[config.mk]
export PLATFORM = sky130hd
export DESIGN_NAME = wdt_supervisor
export DESIGN_NICKNAME = d
export VERILOG_FILES = /design/src/rtl/wdt_sup_pkg.sv /design/src/rtl/wdt_sup_dp.sv /design/src/rtl/wdt_sup_ctrl.sv /design/src/rtl/wdt_supervisor.sv
export SDC_FILE = /design/constraint.sdc
export NUM_CORES = 1
export LEC_CHECK = 0
export ABC_AREA = 1
export BUFFER_PORTS_ARGS = -buffer_cell sky130_fd_sc_hd__clkbuf_2
export CELL_PAD_IN_SITES_DETAIL_PLACEMENT = 1
export CELL_PAD_IN_SITES_GLOBAL_PLACEMENT = 2
export CORE_UTILIZATION = 37
export DETAILED_ROUTE_END_ITERATION = 8
export HOLD_SLACK_MARGIN = 0.05
export PLACE_DENSITY = 0.95
export RECOVER_POWER = 50
export SYNTH_ARGS = -nofsm -noshare
export SYNTH_HDL_FRONTEND = slang
export SYNTH_HIERARCHICAL = 1
export SYNTH_SLANG_ARGS = --single-unit
[constraint.sdc]
create_clock -name clk -period 2.68 [get_ports clk]
set_input_delay 0 -clock clk [delete_from_list [all_inputs] [get_ports clk]]
set_output_delay 0 -clock clk [all_outputs]
set_load 0.02 [all_outputs]
[src/rtl/wdt_sup_pkg.sv]
package wdt_sup_pkg;

  typedef enum logic [1:0] {
    ST_PWR    = 2'd0,
    ST_RUN    = 2'd1,
    ST_WPULSE = 2'd2
  } supState_t;

  // strobes from control to datapath
  typedef struct packed {
    logic holdClr;
    logic holdRun;
    logic wdtClr;
    logic wdtRun;
  } supStb_t;

  localparam logic [1:0] TO_CODE_OFF = 2'b11;

endpackage

[src/rtl/wdt_sup_dp.sv]
module wdt_sup_dp
  import wdt_sup_pkg::*;
#(
  parameter int HOLD_MS     = 200,
  parameter int TO_LONG_MS  = 1400,
  parameter int TO_MID_MS   = 600,
  parameter int TO_SHORT_MS = 200
) (
  input  logic       clk,
  input  logic       rstN,
  input  logic       msTick,
  input  logic       csWdi,
  input  logic       wpPin,
  input  logic       cfgWrEn,
  input  logic [2:0] cfgWrData,
  input  supStb_t    stb,
  output logic       holdDone,
  output logic       wdtExpire
);

  localparam int MAX_A  = (TO_LONG_MS > TO_MID_MS) ? TO_LONG_MS : TO_MID_MS;
  localparam int MAX_B  = (TO_SHORT_MS > HOLD_MS) ? TO_SHORT_MS : HOLD_MS;
  localparam int MAX_MS = (MAX_A > MAX_B) ? MAX_A : MAX_B;
  localparam int CNT_W  = $clog2(MAX_MS + 1);

  localparam logic [CNT_W-1:0] HOLD_LAST  = CNT_W'(HOLD_MS - 1);
  localparam logic [CNT_W-1:0] LONG_LAST  = CNT_W'(TO_LONG_MS - 1);
  localparam logic [CNT_W-1:0] MID_LAST   = CNT_W'(TO_MID_MS - 1);
  localparam logic [CNT_W-1:0] SHORT_LAST = CNT_W'(TO_SHORT_MS - 1);

  // configuration register
  logic [1:0] cfgTo;
  logic       cfgLock;
  logic       wrAllowed;

  assign wrAllowed = cfgWrEn && !(wpPin && cfgLock);

  always_ff @(posedge clk or negedge rstN) begin
    if (!rstN) begin
      cfgTo   <= 2'b00;
      cfgLock <= 1'b0;
    end else if (wrAllowed) begin
      cfgTo   <= cfgWrData[1:0];
      cfgLock <= cfgWrData[2];
    end
  end

  // two-flop synchronizer, then falling-edge detect
  logic csS1, csS2, csPrev, kick;

  always_ff @(posedge clk or negedge rstN) begin
    if (!rstN) begin
      csS1   <= 1'b1;
      csS2   <= 1'b1;
      csPrev <= 1'b1;
    end else begin
      csS1   <= csWdi;
      csS2   <= csS1;
      csPrev <= csS2;
    end
  end

  assign kick = csPrev && !csS2;

  // hold counter, shared by the power-on and watchdog resets
  logic [CNT_W-1:0] holdCnt;

  always_ff @(posedge clk or negedge rstN) begin
    if (!rstN)                      holdCnt <= '0;
    else if (stb.holdClr)           holdCnt <= '0;
    else if (stb.holdRun && msTick) holdCnt <= holdCnt + 1'b1;
  end

  assign holdDone = stb.holdRun && !stb.holdClr && msTick && (holdCnt == HOLD_LAST);

  // watchdog counter
  logic [CNT_W-1:0] wdtCnt;
  logic [CNT_W-1:0] wdtLast;
  logic             wdtOn;

  always_comb begin
    unique case (cfgTo)
      2'b00:   wdtLast = LONG_LAST;
      2'b01:   wdtLast = MID_LAST;
      default: wdtLast = SHORT_LAST;
    endcase
  end

  assign wdtOn = (cfgTo != TO_CODE_OFF);

  always_ff @(posedge clk or negedge rstN) begin
    if (!rstN)                                wdtCnt <= '0;
    else if (stb.wdtClr || kick || !wdtOn)    wdtCnt <= '0;
    else if (stb.wdtRun && msTick)            wdtCnt <= wdtCnt + 1'b1;
  end

  assign wdtExpire = stb.wdtRun && !stb.wdtClr && wdtOn && !kick && msTick
                     && (wdtCnt == wdtLast);

endmodule

[src/rtl/wdt_sup_ctrl.sv]
module wdt_sup_ctrl
  import wdt_sup_pkg::*;
(
  input  logic    clk,
  input  logic    rstN,
  input  logic    supplyLow,
  input  logic    holdDone,
  input  logic    wdtExpire,
  output supStb_t stb,
  output logic    resetAsserted,
  output logic    wdtCause
);

  supState_t state, stateNext;

  always_ff @(posedge clk or negedge rstN) begin
    if (!rstN) state <= ST_PWR;
    else       state <= stateNext;
  end

  always_comb begin
    stateNext = state;
    stb       = '0;
    unique case (state)
      ST_RUN: begin
        stb.holdClr = 1'b1;
        stb.wdtRun  = 1'b1;
        if (supplyLow)      stateNext = ST_PWR;
        else if (wdtExpire) stateNext = ST_WPULSE;
      end
      ST_WPULSE: begin
        stb.wdtClr = 1'b1;
        if (supplyLow) begin
          stb.holdClr = 1'b1;
          stateNext   = ST_PWR;
        end else begin
          stb.holdRun = 1'b1;
          if (holdDone) stateNext = ST_RUN;
        end
      end
      default: begin
        stb.wdtClr = 1'b1;
        if (supplyLow) stb.holdClr = 1'b1;
        else begin
          stb.holdRun = 1'b1;
          if (holdDone) stateNext = ST_RUN;
        end
      end
    endcase
  end

  assign resetAsserted = (state != ST_RUN);
  assign wdtCause      = (state == ST_WPULSE);

endmodule

[src/rtl/wdt_supervisor.sv]
module wdt_supervisor
  import wdt_sup_pkg::*;
#(
  parameter int HOLD_MS     = 200,
  parameter int TO_LONG_MS  = 1400,
  parameter int TO_MID_MS   = 600,
  parameter int TO_SHORT_MS = 200,
  parameter bit ACTIVE_LOW  = 1'b1
) (
  input  logic       clk,
  input  logic       rstN,
  input  logic       msTick,
  input  logic       supplyLow,
  input  logic       csWdi,
  input  logic       wpPin,
  input  logic       cfgWrEn,
  input  logic [2:0] cfgWrData,
  output logic       resetOut,
  output logic       wdtTrip
);

  supStb_t stb;
  logic    holdDone, wdtExpire, resetAsserted;

  wdt_sup_dp #(
    .HOLD_MS(HOLD_MS), .TO_LONG_MS(TO_LONG_MS),
    .TO_MID_MS(TO_MID_MS), .TO_SHORT_MS(TO_SHORT_MS)
  ) u_dp (
    .clk(clk), .rstN(rstN), .msTick(msTick), .csWdi(csWdi), .wpPin(wpPin),
    .cfgWrEn(cfgWrEn), .cfgWrData(cfgWrData), .stb(stb),
    .holdDone(holdDone), .wdtExpire(wdtExpire)
  );

  wdt_sup_ctrl u_ctrl (
    .clk(clk), .rstN(rstN), .supplyLow(supplyLow), .holdDone(holdDone),
    .wdtExpire(wdtExpire), .stb(stb), .resetAsserted(resetAsserted),
    .wdtCause(wdtTrip)
  );

  generate
    if (ACTIVE_LOW) begin : g_low
      assign resetOut = !resetAsserted;
    end else begin : g_high
      assign resetOut = resetAsserted;
    end
  endgenerate

endmodule

==> implementation parameters, run 1 <==
Parameter                              Value

Run status
  Outcome ... finished with violations
  Violations in the final reports ... capacitance limit, slew limit

STA
  Final worst path period share ... around 75%
  Final critical path time including I/O delays and setup ... roughly 2 ns
  Max-slew headroom ... -8.15%
  Fin. Hold Viols ... 0
  Achievable frequency ... between 400 and 500 MHz
  Total Neg Setup Slack ... 0 ns
  Transition time of the tightest slew-check pin ... approximately 1.6 ns
  Worst Clk Skew ... between 0.009 and 0.01 ns
  Setup violation total in the final timing report ... 0
  Unrepaired setup endpoints after global routing ... false
  Count of pins over their slew limit ... 31

Layout
  Layout Area Growth over Synthesis ... 13.7%
  Diodes inserted ... 0
  Fill cell count ... 560
  Combined area of the multi-input logic cells ... roughly 780 um2
  Fraction of final layout cells sized beyond drive strength 1 ... 11.9%
  Final Instance Area ... between 1500 and 2000 um2
  Final Net Count ... 267
  Reg area ... 754 um2

Synthesis
  Flops & latches, synth ... 30
  Compound-cell area share of the yosys netlist ... about 6.8%
  Mux share of post-synthesis cell area ... 0.668%
  Yosys Warn Count ... 6
  Main combinational cell family by area after synthesis ... simple AND/OR/NAND/NOR gates
  Cell area after synthesis ... ~1700 um2
  Count of mapped cells out of synthesis ... roughly 230
  Proportion of register bits with asynchronous set or reset after synthesis ... 100%
  Number of nets produced by synthesis ... about 250
  Share of synthesized area occupied by flip-flops and latches ... between 40% and 50%
  Area fraction in and, or, nand and nor cells after synthesis ... between 30% and 40%
  Post-synth EDFFs ... 0
  Synthesized-area fraction occupied by adder cells ... 2.97%
  Dominant register cell in the synthesized netlist ... sky130_fd_sc_hd__dfrtp_1
  Xor and xnor area share after synthesis ... 1.04%
  Average footprint of a synthesized cell ... 7.26 um2
  Yosys cell types ... 24

Floorplanning
  Die ar. ... ~4800 um2
  Area of the core region ... roughly 4400 um2
  Chip height ... between 60 and 70 um
  Effective utilization at floorplan ... about two fifths
  Die Wd ... a little under 70 um
  Io pins ... 12
  Cell row count ... 24

Place
  HPWL Detailed ... between 2000 and 3000 um
  Routability congestion estimate from global placement ... roughly 0.79
  Placed inst area ... approximately 1800 um2
  Buffers added on ports ... 11

Critical path
  CP endpoint kind ... flip-flop
  Flop2flop setup slack ... about 0.67 ns
  Critical path's top delay family ... simple AND/OR/NAND/NOR gates
  Most numerous cell on the critical path ... sky130_fd_sc_hd__nand2_1
  Worst r2r src ... u_ctrl/state[0]$_DFFE_PN0P_
  Required time of the critical path ... 2.86 ns
  Worst path bufs/invs ... 1
  Number of cells on the worst reg-to-reg path ... 11
  Worst-path maximum fanout ... 9
  Setup crit start kind ... flip-flop
  Worst Path Arrival ... ~2.2 ns
  Cells traversed along the worst timing path ... ha_1 -> nor2_1 -> nand2_2 -> nor2_1 -> nand4_1 -> nor3_1 -> inv_1 -> nand2_1 -> nand2_1 -> nand2_1 -> nand2_1
  Crit Reg-Reg Endpoint ... u_ctrl/state[1]$_DFFE_PN0P_
  Crit Path Class ... flip-flop to flip-flop
  Delay of the slowest cell on the worst path ... ~0.39 ns
  Highest-delay cell along the critical path ... sky130_fd_sc_hd__dfrtp_1

Worst hold path
  Worst Hold Path EP ... u_ctrl/state[1]$_DFFE_PN0P_
  Worst min-delay path category ... input port to flip-flop
  Startpoint of the tightest hold check path ... supplyLow
  Hold path depth ... 4

Route
  DRT Pass-1 Iters ... 5
  Number of nets with antenna violations after routing ... 0
  Iter 0 DRT Violations ... between 70 and 80
  Detail-routed via count per cell ... 4.95
  Routed wire length per instance ... roughly 12 um
  Total vias in the final route ... approximately 1.5k
  Total DRC errors in the routed layout ... 0
  Routed wire length ... between 3000 and 4000 um

Clocking
  CTS Buf Count ... 5
  Insertion delay of the later-clocked pin in the worst-skew pair ... roughly 0.29 ns
  Clock tree root driver cell ... sky130_fd_sc_hd__clkbuf_8
  Clock sinks ... 30
  CTS H-tree lvls ... 2
  Setup Buffers After CTS ... 0
  Clock tree from TritonCTS ... built
  Number of gates resized after cts ... 0
  Hold Buf Count CTS ... 5
  Clock transition at path regs ... approximately 0.070 ns
  Bufs on Longest Clock Path ... 2

GRT
  Leftover overflow at the end of global routing ... 0
  Wire length of the first global-routing pass ... approximately 6800 um
  Number of global-route vias before repair ... about 1.6k
  Initial antenna violation count ... 0
  GRT Resource Usage Total ... between 15 and 20%
  Maximum number of pins on one net before global-route repair ... 31

Pwr
  PwrDens ... between 500 and 600 nW/um2
  Largest voltage drop on the vdd net ... 0.236 mV
  Leakage power of the design ... 0.000923 uW

Run
  Maximum capacitance violations ... 1
[metrics by stage]
step	worst slack [ns]	instances	hold WS [ns]	total power, uW	util [%]
global route	0.444	305	0.0877	1130	44.0
detailed placement	0.665	293	0.0921	725	41.1
global placement	0.696	293	0.0873	717	41.1
floorplan	0.949	232	-0.296	660	-
finish	0.666	305	0.0628	1060	44.0
CTS	0.646	305	0.0632	1080	44.0
[Yosys cell counts (all sizes together), types with 2 or more instances]
library cell / count / area share (%)
nand3: 27 / 8.6
dfstp: 3 / 4.7
buf: 2 / 0.89
dfrtp: 27 / 40
a21oi: 10 / 3.0
nor3: 3 / 0.89
clkinv: 2 / 0.45
o21ai: 9 / 2.7
nand2: 58 / 13
inv: 34 / 7.6
nand4: 4 / 1.5
ha: 4 / 3.0
nor2: 43 / 11
[placed cells by master (no fill, tap or decap), types with 2 or more instances in the layout]
| cell | n |
|---|---|
| sky130_fd_sc_hd__dfstp_2 | 3 |
| sky130_fd_sc_hd__dlygate4sd3_1 | 5 |
| sky130_fd_sc_hd__clkbuf_1 | 3 |
| sky130_fd_sc_hd__nor2_2 | 4 |
| sky130_fd_sc_hd__nor3_1 | 3 |
| sky130_fd_sc_hd__clkbuf_2 | 10 |
| sky130_fd_sc_hd__o21ai_0 | 9 |
| sky130_fd_sc_hd__nand2_1 | 56 |
| sky130_fd_sc_hd__clkbuf_8 | 5 |
| sky130_fd_sc_hd__nor2_1 | 38 |
| sky130_fd_sc_hd__a21oi_1 | 10 |
| sky130_fd_sc_hd__dfrtp_1 | 27 |
| sky130_fd_sc_hd__clkinv_1 | 2 |
| sky130_fd_sc_hd__nand2_2 | 2 |
| sky130_fd_sc_hd__inv_2 | 2 |
| sky130_fd_sc_hd__inv_1 | 32 |
| sky130_fd_sc_hd__nand3_2 | 2 |
| sky130_fd_sc_hd__ha_1 | 4 |
| sky130_fd_sc_hd__nand3_1 | 25 |
| sky130_fd_sc_hd__nand4_1 | 4 |
[sequential cells by signal (all words and copies together), names as in the netlist]
signal,cells
u_dp/cfgLock,1
u_dp/csPrev,1
u_ctrl/state,2
u_dp/csS1,1
u_dp/csS2,1
u_dp/holdCnt,11
u_dp/cfgTo,2
u_dp/wdtCnt,11
[power by group]
| part | leakage (uW) | internal, uW | total (uW) | switching [uW] |
|---|---|---|---|---|
| Clock | 0.0000383 | 178 | 341 | 163 |
| Combinational | 0.000486 | 69.8 | 214 | 145 |
| Sequential | 0.000399 | 482 | 504 | 22.3 |
| Total | 0.000923 | 730 | 1060 | 329 |
[cell type report]
cell class | instances | area share, %
tap | 52 | 3.40
sequential | 30 | 39.4
timing repair buffer | 16 | 5.42
clock buffer | 7 | 3.98
multi-input combinational | 164 | 40.8
inverter | 36 | 7.05
[kinds of logic (layout without fill, tap and decap cells)]
| family | Yosys count | after routing |
|---|---|---|
| and+or+nand+nor | 135 | 135 |
| DFF | 30 | 30 |
| AOI/OAI and AO/OA | 22 | 22 |
| muxes | 1 | 1 |
| buffers and inverters | 38 | 59 |
| xor gates and xnor gates | 2 | 2 |
| adders and majority gates | 4 | 4 |
[metal layers]
metal	track usage (%)	share of wire, %	up-vias
li1	-	-	767
met1	21.9	47	720
met2	29.6	49	13
met3	3.92	2.3	9
met4	9.52	2.6	0
met5	0	0	-
[worst min-delay path, stage by stage]
cell and delay, ns:
sky130_fd_sc_hd__clkbuf_2 0.13, sky130_fd_sc_hd__nor3_1 0.07, sky130_fd_sc_hd__nand2_1 0.06, sky130_fd_sc_hd__nand2_1 0.05
[worst max-delay path by stage]
stage                                       end  slack (ns)                        start  cells past startpoint
floorplan           u_ctrl/state[0]$_DFFE_PN0P_        0.95  u_ctrl/state[1]$_DFFE_PN0P_                     14
global placement    u_ctrl/state[1]$_DFFE_PN0P_        0.70  u_ctrl/state[0]$_DFFE_PN0P_                     11
detailed placement  u_ctrl/state[1]$_DFFE_PN0P_        0.67  u_ctrl/state[0]$_DFFE_PN0P_                     11
CTS                 u_ctrl/state[1]$_DFFE_PN0P_        0.65  u_ctrl/state[0]$_DFFE_PN0P_                     11
global route        u_ctrl/state[1]$_DFFE_PN0P_        0.44  u_ctrl/state[1]$_DFFE_PN0P_                     12
finish              u_ctrl/state[1]$_DFFE_PN0P_        0.67  u_ctrl/state[0]$_DFFE_PN0P_                     11
Power figures use the tool's default switching activity.
==> inputs of run 2 (changes only) <==
--- a/config.mk
+++ b/config.mk
@@ -9,10 +9,10 @@
 export BUFFER_PORTS_ARGS = -buffer_cell sky130_fd_sc_hd__clkbuf_2
 export CELL_PAD_IN_SITES_DETAIL_PLACEMENT = 1
 export CELL_PAD_IN_SITES_GLOBAL_PLACEMENT = 2
-export CORE_UTILIZATION = 37
+export CORE_UTILIZATION = 31
 export DETAILED_ROUTE_END_ITERATION = 8
 export HOLD_SLACK_MARGIN = 0.05
-export PLACE_DENSITY = 0.95
+export PLACE_DENSITY = 0.86
 export RECOVER_POWER = 50
 export SYNTH_ARGS = -nofsm -noshare
 export SYNTH_HDL_FRONTEND = slang
==> constraint.sdc (replaced) <==
create_clock -name clk -period 1.7 [get_ports clk]
set_input_delay 0 -clock clk [delete_from_list [all_inputs] [get_ports clk]]
set_output_delay 0 -clock clk [all_outputs]
set_load 0.02 [all_outputs]
==> run 2 against run 1 <==
Net effect:
- the run now ends clean
- clock skew down 0.0030 ns
- global-route usage down 2.0 points
- register-to-register slack worse by 0.60 ns
- flip-flop and latch count unchanged
- cell count up 9.8%
- clock power up 97%
- setup slack worse by 0.60 ns
- sequential power up 58%
==> implementation parameters, run 2 (synthesized netlist as in run 1, its figures left out) <==
Parameter                              Value

Floorplanning
  Die ar. ... 5740 um2 (+19%)
  Area of the core region ... 5170 um2 (+19%)
  Chip height ... 75.7 um (+9.0%)
  Io pins ... 12 (unchanged)
  Die Wd ... 75.7 um (+9.0%)
  Cell row count ... 26 (+8.3%)
  Effective utilization at floorplan ... 32.6% (-6.1 points)

STA
  Achievable frequency ... 613 MHz (+23%)
  Setup violation total in the final timing report ... 0 (unchanged)
  Count of pins over their slew limit ... 0 (-100%)
  Final worst setup slack ... 0.0681 ns (-0.598 ns)
  Worst Clk Skew ... 0.00657 ns (-0.00299 ns)
  Fin. Hold Viols ... 0 (unchanged)
  Final critical path time including I/O delays and setup ... 1.63 ns (-0.382 ns)
  Final worst path period share ... 96.0% (+21 points)
  Transition time of the tightest slew-check pin ... 0.756 ns (-0.866 ns)
  Total Neg Setup Slack ... 0 ns (unchanged)
  Unrepaired setup endpoints after global routing ... true
  Max-slew headroom ... 49.6% (+58 points)

Clocking
  CTS H-tree lvls ... 2 (unchanged)
  Clock tree from TritonCTS ... built
  Clock transition at path regs ... 0.07 ns (about the same)
  CTS Buf Count ... 5 (unchanged)
  Bufs on Longest Clock Path ... 2 (unchanged)
  Insertion delay of the later-clocked pin in the worst-skew pair ... 0.28 ns (about the same)
  Clock sinks ... 30 (unchanged)
  Clock tree root driver cell ... sky130_fd_sc_hd__clkbuf_8

Route
  DRT Pass-1 Iters ... 4 (-1)
  Iter 0 DRT Violations ... 38 (-49%)
  Detail-routed via count per cell ... 4.52 (-8.7%)
  Routed wire length ... 4030 um (+8.4%)
  Number of nets with antenna violations after routing ... 0 (unchanged)
  Total DRC errors in the routed layout ... 0 (unchanged)
  Routed wire length per instance ... 12.0 um (-1.3%)
  Total vias in the final route ... 1,513 (+0.27%)

Place
  Worst setup slack after placement ... -0.0127 ns (-0.678 ns)
  Placed cell count ... 320 (+9.2%)
  Routability congestion estimate from global placement ... 0.783 (-0.67%)
  Buffers added on ports ... 11 (unchanged)
  HPWL Detailed ... 3000 um (+6.0%)
  Placed inst area ... 1890 um2 (+5.3%)

Critical path
  Crit Path Class ... flip-flop to flip-flop
  Worst Path Arrival ... 1.81 ns (-0.39 ns)
  Number of cells on the worst reg-to-reg path ... 13 (+2)
  Setup crit start kind ... flip-flop
  Worst r2r src ... u_ctrl/state[1]$_DFFE_PN0P_
  CP endpoint kind ... flip-flop
  Crit Reg-Reg Endpoint ... u_ctrl/state[0]$_DFFE_PN0P_
  Worst-path maximum fanout ... 5 (-4)
  Required time of the critical path ... 1.88 ns (-0.98 ns)
  Flop2flop setup slack ... 0.07 ns (-0.60 ns)

GRT
  Leftover overflow at the end of global routing ... 0 (unchanged)
  Wire length of the first global-routing pass ... 6800 um (-0.31%)
  GRT Resource Usage Total ... 15.9% (-2.0 points)
  Maximum number of pins on one net before global-route repair ... 31 (unchanged)
  Number of global-route vias before repair ... 1,598 (+0.25%)
  Initial antenna violation count ... 0 (unchanged)

Layout
  Top library cells by usage in the layout, fill and taps aside ... sky130_fd_sc_hd__nand2_1, sky130_fd_sc_hd__nor2_1, sky130_fd_sc_hd__inv_1
  Combined area of the multi-input logic cells ... 847 um2 (+8.5%)
  Final Net Count ... 278 (+4.1%)
  Reg area ... 754 um2 (unchanged)
  Layout Area Growth over Synthesis ... 26.1%
  Count of placed standard cells in the final layout, fillers left out ... 335 (+9.8%)
  Commonest non-fill, non-tap cell in the layout ... sky130_fd_sc_hd__nand2_1
  Final core utilization ... 41.1% (-2.9 points)
  Diodes inserted ... 0 (unchanged)
  Top Registers ... u_dp/holdCnt: 11 flops, u_dp/wdtCnt: 11 flops
  Fill cell count ... 641 (+14%)
  Final Instance Area ... 2120 um2 (+11%)
  Fraction of final layout cells sized beyond drive strength 1 ... 22.3% (+10 points)

Run status
  Outcome ... completed

Worst hold path
  Startpoint of the tightest hold check path ... cfgWrEn
  Hold path depth ... 3 (-1)
  Worst Hold Path EP ... u_dp/cfgTo[0]$_DFFE_PN0P_
  Worst min-delay path category ... input port to flip-flop

Pwr
  Leakage power of the design ... 0.00100 uW (+8.7%)
  Largest voltage drop on the vdd net ... 0.324 mV (+37%)
  PwrDens ... 905 nW/um2 (+64%)

Run
  Maximum capacitance violations ... 0 (-1)
run 2: layout make-up:
type | instances | share of cell area, %
Timing Repair Buffer | 27 | 8.83
Clock buffer | 8 | 5.18
Multi-Input combinational cell | 164 | 39.9
Sequential cell | 30 | 35.5
Tap cell | 70 | 4.12
Inverter | 36 | 6.48
run 2: metrics by stage:
stage          hold WS (ns)  power (uW)
2_1_floorplan        -0.296        1040
3_3_place_gp         0.0950        1180
3_5_place_dp         0.0897        1180
4_1_cts              0.0598        1890
5_1_grt              0.0851        2060
6_report             0.0568        1920
run 2: worst max-delay path by stage:
| stage | start | end | slack, ns | depth (start not counted) |
|---|---|---|---|---|
| floorplan | u_ctrl/state[1]$_DFFE_PN0P_ | u_ctrl/state[0]$_DFFE_PN0P_ | 0.03 | 14 |
| global placement | u_ctrl/state[0]$_DFFE_PN0P_ | u_ctrl/state[1]$_DFFE_PN0P_ | -0.02 | 11 |
| detailed placement | u_ctrl/state[0]$_DFFE_PN0P_ | u_ctrl/state[1]$_DFFE_PN0P_ | -0.01 | 11 |
| CTS | u_ctrl/state[0]$_DFFE_PN0P_ | u_ctrl/state[1]$_DFFE_PN0P_ | 0.02 | 11 |
| global route | u_ctrl/state[1]$_DFFE_PN0P_ | u_ctrl/state[0]$_DFFE_PN0P_ | -0.06 | 13 |
| finish | u_ctrl/state[1]$_DFFE_PN0P_ | u_ctrl/state[0]$_DFFE_PN0P_ | 0.07 | 13 |
run 2: per-layer routing:
| metal | vias to the layer above | wire length, um | global-route usage, % |
|---|---|---|---|
| met5 | - | 0 | 0 |
| met4 | 0 | 18 | 4.12 |
| met2 | 9 | 2060 | 28.2 |
| li1 | 794 | - | - |
| met3 | 2 | 107 | 5.29 |
| met1 | 708 | 1840 | 18.5 |
run 2: what timing repair did:
item,in CTS,in global routing
endpoints found under the setup margin,1,7
hold buffers,5,0
gates resized for setup,1,16
buffers inserted,0,2
endpoints found under the hold margin,31,0
pin swaps,0,8
run 2: critical path, stage by stage, from the launching register on:
cell                      delay [ns]
sky130_fd_sc_hd__dfrtp_1        0.39
sky130_fd_sc_hd__inv_2          0.07
sky130_fd_sc_hd__ha_4           0.18
sky130_fd_sc_hd__inv_4          0.05
sky130_fd_sc_hd__nor2_4         0.07
sky130_fd_sc_hd__nand2_2        0.08
sky130_fd_sc_hd__nor2_4         0.12
sky130_fd_sc_hd__nand3_2        0.07
sky130_fd_sc_hd__nor2_2         0.13
sky130_fd_sc_hd__inv_1          0.07
sky130_fd_sc_hd__nand3_2        0.07
sky130_fd_sc_hd__nand2_2        0.06
sky130_fd_sc_hd__nor2_2         0.11
sky130_fd_sc_hd__a21oi_2        0.04
run 2: where the power goes:
group          internal, uW  switching [uW]
Sequential              759            34.7
Clock                   408             262
Combinational           183             275
